`src/rtl/bridge_pkg.sv`:
```
package bridge_pkg;

    localparam int DATA_W = 32;
    localparam int HALF_W = 16;

    typedef enum logic [1:0] {
        BM_PLAIN  = 2'd0,
        BM_NARROW = 2'd1,
        BM_WIDE   = 2'd2,
        BM_RSVD   = 2'd3
    } bus_mode_e;

    typedef enum logic [1:0] {
        ST_IDLE    = 2'd0,
        ST_BEAT_LO = 2'd1,
        ST_BEAT_HI = 2'd2,
        ST_RESP    = 2'd3
    } seq_state_e;

endpackage

```
`src/rtl/bridge_addr_map.sv`:
```
module bridge_addr_map
    import bridge_pkg::*;
#(
    parameter int AW   = 11,
    parameter int N_RD = 4,
    parameter int N_WR = 5,
    parameter logic [N_RD*AW-1:0] RD_PAIR_LIST = '0,
    parameter logic [N_WR*AW-1:0] WR_PAIR_LIST = '0
) (
    input  bus_mode_e       mode,
    input  logic [AW-1:0]   offset,
    input  logic            write,
    output logic [AW:0]     base_addr,
    output logic            narrow,
    output logic            want_hi
);

    logic [N_RD-1:0] rd_hit;
    logic [N_WR-1:0] wr_hit;

    for (genvar i = 0; i < N_RD; i++) begin : g_rd_match
        assign rd_hit[i] = (offset == RD_PAIR_LIST[i*AW +: AW]);
    end

    for (genvar j = 0; j < N_WR; j++) begin : g_wr_match
        assign wr_hit[j] = (offset == WR_PAIR_LIST[j*AW +: AW]);
    end

    always_comb begin
        narrow = 1'b0;
        case (mode)
            BM_NARROW: begin
                base_addr = {2'b00, offset[AW-1:1]};
                narrow    = 1'b1;
            end
            BM_WIDE:   base_addr = {offset, 1'b0};
            default:   base_addr = {1'b0, offset};
        endcase
    end

    assign want_hi = narrow && (write ? (|wr_hit) : (|rd_hit));

endmodule

```
`src/rtl/bridge_seq.sv`:
```
module bridge_seq
    import bridge_pkg::*;
(
    input  logic clk,
    input  logic rst_n,
    input  logic up_valid,
    input  logic want_hi,
    input  logic dn_ready,
    output logic accept,
    output logic dn_valid,
    output logic beat_hi,
    output logic cap_lo,
    output logic cap_hi,
    output logic up_ready
);

    seq_state_e state_q, state_d;

    always_ff @(posedge clk or negedge rst_n) begin
        if (!rst_n) state_q <= ST_IDLE;
        else        state_q <= state_d;
    end

    always_comb begin
        state_d = state_q;
        unique case (state_q)
            ST_IDLE:    if (up_valid) state_d = ST_BEAT_LO;
            ST_BEAT_LO: if (dn_ready) state_d = want_hi ? ST_BEAT_HI : ST_RESP;
            ST_BEAT_HI: if (dn_ready) state_d = ST_RESP;
            ST_RESP:    state_d = ST_IDLE;
        endcase
    end

    always_comb begin
        accept   = 1'b0;
        dn_valid = 1'b0;
        beat_hi  = 1'b0;
        cap_lo   = 1'b0;
        cap_hi   = 1'b0;
        up_ready = 1'b0;
        unique case (state_q)
            ST_IDLE:    accept = up_valid;
            ST_BEAT_LO: begin
                dn_valid = 1'b1;
                cap_lo   = dn_ready;
            end
            ST_BEAT_HI: begin
                dn_valid = 1'b1;
                beat_hi  = 1'b1;
                cap_hi   = dn_ready;
            end
            ST_RESP:    up_ready = 1'b1;
        endcase
    end

    assert_ack_one_cycle_R7: assert property (@(posedge clk) disable iff (!rst_n)
        up_ready |=> !up_ready);

    assert_ack_not_with_beat_R7: assert property (@(posedge clk) disable iff (!rst_n)
        !(up_ready && dn_valid));

    assert_no_gap_after_beat_R7: assert property (@(posedge clk) disable iff (!rst_n)
        (dn_valid && dn_ready) |=> (dn_valid || up_ready));

endmodule

```
`src/rtl/bridge_rdata_asm.sv`:
```
module bridge_rdata_asm
    import bridge_pkg::*;
(
    input  logic              clk,
    input  logic              rst_n,
    input  logic              clear,
    input  logic              cap_lo,
    input  logic              cap_hi,
    input  logic              narrow,
    input  logic [DATA_W-1:0] beat_data,
    output logic [DATA_W-1:0] rdata
);

    logic [HALF_W-1:0] hi_q, lo_q;

    always_ff @(posedge clk or negedge rst_n) begin
        if (!rst_n) begin
            hi_q <= '0;
            lo_q <= '0;
        end else if (clear) begin
            hi_q <= '0;
            lo_q <= '0;
        end else begin
            if (cap_lo) begin
                lo_q <= beat_data[HALF_W-1:0];
                hi_q <= narrow ? '0 : beat_data[DATA_W-1:HALF_W];
            end
            if (cap_hi) hi_q <= beat_data[HALF_W-1:0];
        end
    end

    assign rdata = {hi_q, lo_q};

endmodule

```
`src/rtl/narrow_reg_bridge.sv`:
```
module narrow_reg_bridge
    import bridge_pkg::*;
#(
    parameter int AW   = 11,
    parameter int N_RD = 4,
    parameter int N_WR = 5,
    parameter logic [N_RD*AW-1:0] RD_PAIR_LIST =
        {AW'(12'h030), AW'(12'h028), AW'(12'h020), AW'(12'h018)},
    parameter logic [N_WR*AW-1:0] WR_PAIR_LIST =
        {AW'(12'h044), AW'(12'h040), AW'(12'h03C), AW'(12'h038), AW'(12'h010)}
) (
    input  logic              clk,
    input  logic              rst_n,
    input  logic [1:0]        bus_mode,
    input  logic              up_valid,
    input  logic              up_write,
    input  logic [AW-1:0]     up_offset,
    input  logic [DATA_W-1:0] up_wdata,
    output logic              up_ready,
    output logic [DATA_W-1:0] up_rdata,
    output logic              dn_valid,
    output logic              dn_write,
    output logic              dn_half,
    output logic [AW:0]       dn_addr,
    output logic [DATA_W-1:0] dn_wdata,
    input  logic              dn_ready,
    input  logic [DATA_W-1:0] dn_rdata
);

    localparam logic [AW:0] HI_STEP = (AW+1)'(2);

    bus_mode_e         req_mode;
    logic              req_wr;
    logic [AW-1:0]     req_ofs;
    logic [DATA_W-1:0] req_wd;

    logic        accept, beat_hi, cap_lo, cap_hi;
    logic        narrow, want_hi;
    logic [AW:0] base_addr;

    always_ff @(posedge clk or negedge rst_n) begin
        if (!rst_n) begin
            req_mode <= BM_PLAIN;
            req_wr   <= 1'b0;
            req_ofs  <= '0;
            req_wd   <= '0;
        end else if (accept) begin
            req_mode <= bus_mode_e'(bus_mode);
            req_wr   <= up_write;
            req_ofs  <= up_offset;
            req_wd   <= up_wdata;
        end
    end

    bridge_addr_map #(
        .AW(AW), .N_RD(N_RD), .N_WR(N_WR),
        .RD_PAIR_LIST(RD_PAIR_LIST), .WR_PAIR_LIST(WR_PAIR_LIST)
    ) u_map (
        .mode      (req_mode),
        .offset    (req_ofs),
        .write     (req_wr),
        .base_addr (base_addr),
        .narrow    (narrow),
        .want_hi   (want_hi)
    );

    bridge_seq u_seq (
        .clk      (clk),
        .rst_n    (rst_n),
        .up_valid (up_valid),
        .want_hi  (want_hi),
        .dn_ready (dn_ready),
        .accept   (accept),
        .dn_valid (dn_valid),
        .beat_hi  (beat_hi),
        .cap_lo   (cap_lo),
        .cap_hi   (cap_hi),
        .up_ready (up_ready)
    );

    bridge_rdata_asm u_asm (
        .clk       (clk),
        .rst_n     (rst_n),
        .clear     (accept),
        .cap_lo    (cap_lo),
        .cap_hi    (cap_hi),
        .narrow    (narrow),
        .beat_data (dn_rdata),
        .rdata     (up_rdata)
    );

    assign dn_write = req_wr;
    assign dn_half  = narrow;
    assign dn_addr  = beat_hi ? base_addr + HI_STEP : base_addr;

    always_comb begin
        if (!narrow)      dn_wdata = req_wd;
        else if (beat_hi) dn_wdata = {{HALF_W{1'b0}}, req_wd[DATA_W-1:HALF_W]};
        else              dn_wdata = {{HALF_W{1'b0}}, req_wd[HALF_W-1:0]};
    end

    assert_beat_hold_R8: assert property (@(posedge clk) disable iff (!rst_n)
        (dn_valid && !dn_ready) |=>
            (dn_valid && $stable(dn_addr) && $stable(dn_wdata) && $stable(dn_write)));

    assert_narrow_upper_zero_R3: assert property (@(posedge clk) disable iff (!rst_n)
        (dn_valid && dn_half) |-> (dn_wdata[DATA_W-1:HALF_W] == '0));

    assert_hi_beat_narrow_R4: assert property (@(posedge clk) disable iff (!rst_n)
        (dn_valid && dn_ready && dn_half && !up_ready) |=> (up_ready || dn_half));

endmodule

```
`config.mk`:
```
export PLATFORM = sky130hd
export DESIGN_NAME = narrow_reg_bridge
export DESIGN_NICKNAME = d
export VERILOG_FILES = /design/src/rtl/bridge_pkg.sv /design/src/rtl/bridge_addr_map.sv /design/src/rtl/bridge_seq.sv /design/src/rtl/bridge_rdata_asm.sv /design/src/rtl/narrow_reg_bridge.sv
export SDC_FILE = /design/constraint.sdc
export NUM_CORES = 1
export LEC_CHECK = 0
export BUFFER_PORTS_ARGS = -buffer_cell sky130_fd_sc_hd__buf_2
export CORE_UTILIZATION = 30
export CTS_CLUSTER_SIZE = 30
export DETAILED_ROUTE_END_ITERATION = 12
export PLACE_DENSITY = 0.54
export SLEW_MARGIN = 20
export SYNTH_ARGS = -nofsm -noshare
export SYNTH_HDL_FRONTEND = slang
export SYNTH_HIERARCHICAL = 1
export SYNTH_SLANG_ARGS = --single-unit
```
`constraint.sdc`:
```
create_clock -name clk -period 5.6 [get_ports clk]
set_input_delay 0 -clock clk [delete_from_list [all_inputs] [get_ports clk]]
set_output_delay 0 -clock clk [all_outputs]
set_load 0.05 [all_outputs]
```
## After elaboration in Yosys (flattened, before gate mapping)

Cells that the tools add are included.
Widths: inputs -> output; s select.

| storage, ports and cells | value |
|---|---|
| memory bits (writable) | 0 |
| memories kept | 0 |
| bits in latches | 0 |
| ROM bits | 0 |
| input port bits | 82 |
| flip-flop bits (word level) | 80 |
| output and inout bits | 80 |
| logic and storage cells | 56 |

| operators by class | value |
|---|---|
| bitwise gates (word level) | 0 |
| equality and inequality tests | 17 |
| multiplexer cells | 23 |
| $mul | 0 |
| add/subtract/negate cells | 1 |
| divide/modulo/power cells | 0 |
| $lt $le $gt $ge | 0 |
| shift operators | 0 |
| reductions and logical operators | 8 |

Operators by type and width:

| kind | number |
|---|---|
| $mux 16 | 7 |
| $eq 11x6->1 const B | 5 |
| $mux 32 | 1 |
| $pmux 12 s2 | 1 |
| $eq 11x5->1 const B | 2 |
| $eq 11x7->1 const B | 2 |
| $add 12x2->12 const B | 1 |
| $mux 12 | 1 |
| $mux 1 | 9 |
| $pmux 2 s4 | 1 |
| $eq 2x2->1 const B | 3 |
| $mux 2 | 3 |
| $ne 2x2->1 const B | 3 |
| $reduce_or 5->1 | 1 |
| $eq 2x1->1 const B | 2 |
| $reduce_or 4->1 | 1 |
| $reduce_and 3->1 | 1 |
| $reduce_bool 3->1 | 1 |
| $logic_not 2->1 | 1 |
| $reduce_bool 2->1 | 1 |
| $reduce_or 2->1 | 1 |
| $logic_and 1x1->1 | 1 |

## Logic depth before layout (Yosys ltp)

| depth | value |
|---|---|
| word-level depth | 7 |
| depth in mapped cells | 9 |
| depth with buffers taken out | 8 |

## Modules after synthesis

The synthesis kept the hierarchy.

Modules (own cells, without submodules):

| module | cells an instance | times used | area each (µm²) |
|---|---|---|---|
| narrow_reg_bridge | 161 | 1 | 2257.2 |
| bridge_rdata_asm | 107 | 1 | 1420.1 |
| bridge_addr_map | 55 | 1 | 319.1 |
| bridge_seq | 20 | 1 | 207.7 |

## Least setup slack after synthesis

Ideal clock, no wire load.

| timing | value |
|---|---|
| path type | register -> output |
| start | reg req_mode[1] |
| end | out dn_addr[9] |
| data required time | 5600 ps |
| data arrival time | 3168 ps |
| setup slack | 2432 ps |
| stages on the path, launching flop included | 10 |
| cells stage by stage | dfrtp_1 > inv_1 > ha_1 > buf_2 > a22oi_1 > o21ai_0 > ha_1 > and3_1 > nand3_1 > xnor2_1 |

| on the way | value |
|---|---|
| longest elaborated chain between the ends | 4 |

Ends and longest elaborated chain:

| what | line | text |
|---|---|---|
| start, declared | narrow_reg_bridge.sv:32 | `bus_mode_e req_mode;` |
| start signal, assigned | narrow_reg_bridge.sv:48 | `req_mode <= bus_mode_e'(bus_mode);` |
| $eq 2x2->1 / $eq 2x1->1 (equally long branches) | bridge_addr_map.sv:31 | `case (mode)` |
| $pmux 12 s2 (*) | bridge_addr_map.sv:31 |  |
| via base_addr[1] | narrow_reg_bridge.sv:39 | `logic [AW:0] base_addr;` |
| $add 12x2->12 (*) | narrow_reg_bridge.sv:94 | `assign dn_addr = beat_hi ? base_addr + HI_STEP : base_addr;` |
| $mux 12 (*) | narrow_reg_bridge.sv:94 |  |
| end, declared | narrow_reg_bridge.sv:24 | `output logic [AW:0] dn_addr,` |

The timed path passes the listed nets; every way through them passes the cells marked *.

## Final worst setup path

| timing | value |
|---|---|
| start | reg req_mode[1] |
| end | out dn_addr[10] |

The elaborated chain is that of the path after synthesis.

==> qor.yml <==
avgSynthCellArea_sq_um: 12.3
diodes: 0
ctsResizeCount: 0
chipHeight_um: 120
cp.arrival_ns: 3.36
fin_skew_ns: 0.00756
chipWidth_um: 120
maxSlewViolCount: 0
fin_tns_setup_ns: 0
cts_root_buf: "clkbuf_16"
setup.worst_path.class: "register to output pin"
slew_headroom_pct: 31.9
grt_max_degree: 81
syn_nets: 433
drt-initial-drc-count: 121
yosysSeqAreaShare_pct: 47.6
hold_viol: 0
syn_inst: 343
yosys.area.top_type: "dfrtp_1"
worst_pin_slew_ns: 1.02
min_period_ns: 3.36
startpoint_type: "register"
routed-wl-met3_um: 754
yosysWarnings: 6
ys_types: 41
ant_nets: 0
cts_tree: "built"
syn_area_sq_mm: 0.00420
core_sq_mm: 0.0135
gr-total-overflow: 0
antenna_found_initial: 0
critical_path.max_fanout: 16
synthFlopType: "dfrtp_1"
clock-sinks: 80
routed_wl_um: 11500
viasPerCell: 4.71
drc: 0
setup_viol_count_final: 0
grt_pass1_wl_um: 18300
hold_path.class: "primary input to register"
io_pins: 162
synth_edf_count: 0
cts_buffer_depth: 2
route.met2.wl_um: 5550
end_kind: "output pin"
gp_congestion: 0.817
crit_required_ns: 5.60
grt_pass1_vias: 3644
nets: 665
drv_cap: 0
start_util_pct: 31.3
numCtsBuffers: 9
vias: 3563
rsz0062_at_grt: "false"
clk-insertion-delay-late_ns: 0.34
synth_seq_cells: 80
rows: 42
synth_top_area_share_pct: 47.6
top_layer: "met4"
port_buffers: 161
wl_met1_um: 5030
post_cts_buffers: 0
clkTransAtPathRegs_ns: 0.06
drt_pass1_iterations: 4
syn_to_final_growth_pct: 47.7
status: "complete, no violations"
fmax_mhz: 297
post-route-period-util_pct: 60.1
netlist_top_cells_area: "dfrtp_1 48%, mux2_2 14%, a221o_1 3.8%, mux2i_1 3.8%, mux2_4 3.6%"
h-tree-depth: 3
avgRoutedWirePerCell_um: 15.2
grtUsageTotal_pct: 16.2
drive_gt1_share_pct: 42.9
ys_async_sr_fraction_pct: 100
place_hpwl_um: 7660
whs_ns: 0.0246
fp.dieArea_sq_mm: 0.0145
holdBufCountCts: 79
==> critical path, stage by stage, from the launching register on <==
cell and delay, ns:
dfrtp_1 0.40, inv_1 0.06, ha_1 0.60, buf_4 0.35, a22oi_1 0.11, o21ai_0 0.52
nand4_1 0.24, nor3_1 0.28, xor2_1 0.18, buf_2 0.28
==> area by class of cell <==
class	count	area (sq um)
well taps	176	220
flip-flops and latches	80	2000
repair buffers	242	1620
inverters	6	22.5
clock inverters	6	66.3
clock buffers	10	239
multi-input cells	236	2040
fillers	1254	7240
==> cell families (layout without fill, tap and decap cells) <==
logic type                 count (synthesis)  in the layout  synth area share [%]
AOI/OAI and AO/OA                         46             46                  8.81
xor gates and xnor gates                  10             10                  2.08
adders and majority gates                  8              8                  2.38
buffers and inverters                     27            264                  3.84
DFF                                       80             80                  47.6
muxes                                     79             79                  21.6
and+or+nand+nor                           93             93                  13.7
==> state kept, by name (all words and copies together) (netlist names) <==
| signal | flops |
|---|---|
| req_mode | 2 |
| u_seq/state_q | 2 |
| dn_write | 1 |
| u_asm/hi_q | 16 |
| u_asm/lo_q | 16 |
| req_wd | 32 |
| req_ofs | 11 |
==> Yosys cell counts (2+ instances only) <==
cell type  instances
ha_1               8
and2b_1            6
and2_1             4
o21ai_0           10
clkbuf_1           3
buf_2              9
mux2_2            53
nand2_1           17
mux2_4            10
dfrtp_1           80
xor2_1             4
xnor2_1            6
a211oi_1           2
a221o_1           16
and3b_1           17
buf_6              4
a22oi_1            8
nor2_1            18
buf_4              5
mux2i_1           16
and3_1             2
o211ai_1           2
nand3_1            3
nand4_1            4
a21oi_1            2
inv_1              6
nor3_1             4
nor2b_1           11
==> final timing paths <==
check	startpoint	end	slack (ns)	cells after the start
worst max-delay path	req_mode[1]$_DFFE_PN0P_	dn_addr[10]	2.24	9
worst min-delay path	dn_ready	u_seq/state_q[0]$_DFFE_PN0P_	0.02	3
worst max register to register	u_seq/state_q[0]$_DFFE_PN0P_	u_asm/hi_q[13]$_DFFE_PN0P_	2.72	6
worst min register to register	req_wd[3]$_DFFE_PN0P_	req_wd[3]$_DFFE_PN0P_	0.50	1
max in group asynchronous	rst_n	req_wd[26]$_DFFE_PN0P_	4.80	2
min in group asynchronous	rst_n	u_asm/hi_q[9]$_DFFE_PN0P_	0.31	2
==> layer usage <==
metal / vias up / global-route usage [%]
met5: - / 0
met4: 0 / 4.94
met3: 12 / 4.39
met2: 142 / 27.8
met1: 1699 / 19.8
li1: 1710 / -
==> cell usage in the layout, fill, tap and decap left out, types with 2 or more instances in the layout <==
cell	instances
buf_4	2
a211oi_1	2
nand3_1	3
inv_1	6
a22oi_1	8
nand2_1	17
and2_1	3
o21ai_0	10
mux2_4	10
nand4_1	4
mux2i_1	16
a21oi_1	2
xnor2_1	6
o211ai_1	2
buf_2	160
and3b_1	17
nor2_1	18
dfrtp_1	80
mux2_2	53
nor3_1	4
ha_1	8
nor2b_1	11
clkinvlp_4	3
and2b_1	6
dlygate4sd3_1	79
clkbuf_16	9
a221o_1	16
and3_1	2
xor2_1	4
==> through the flow <==
stage	util (%)	worst slack, ns	area (sq um)	cells
after floorplan	-	2.43	4200	343
after global placement	38.0	2.76	5110	661
after detailed placement	38.0	2.59	5110	661
after CTS	46.1	2.21	6210	756
after global routing	46.2	1.98	6210	756
final	46.2	2.24	6210	756
Power is not shown: default switching activity piles up to over one toggle a cycle in this logic, so the estimate is an artifact.
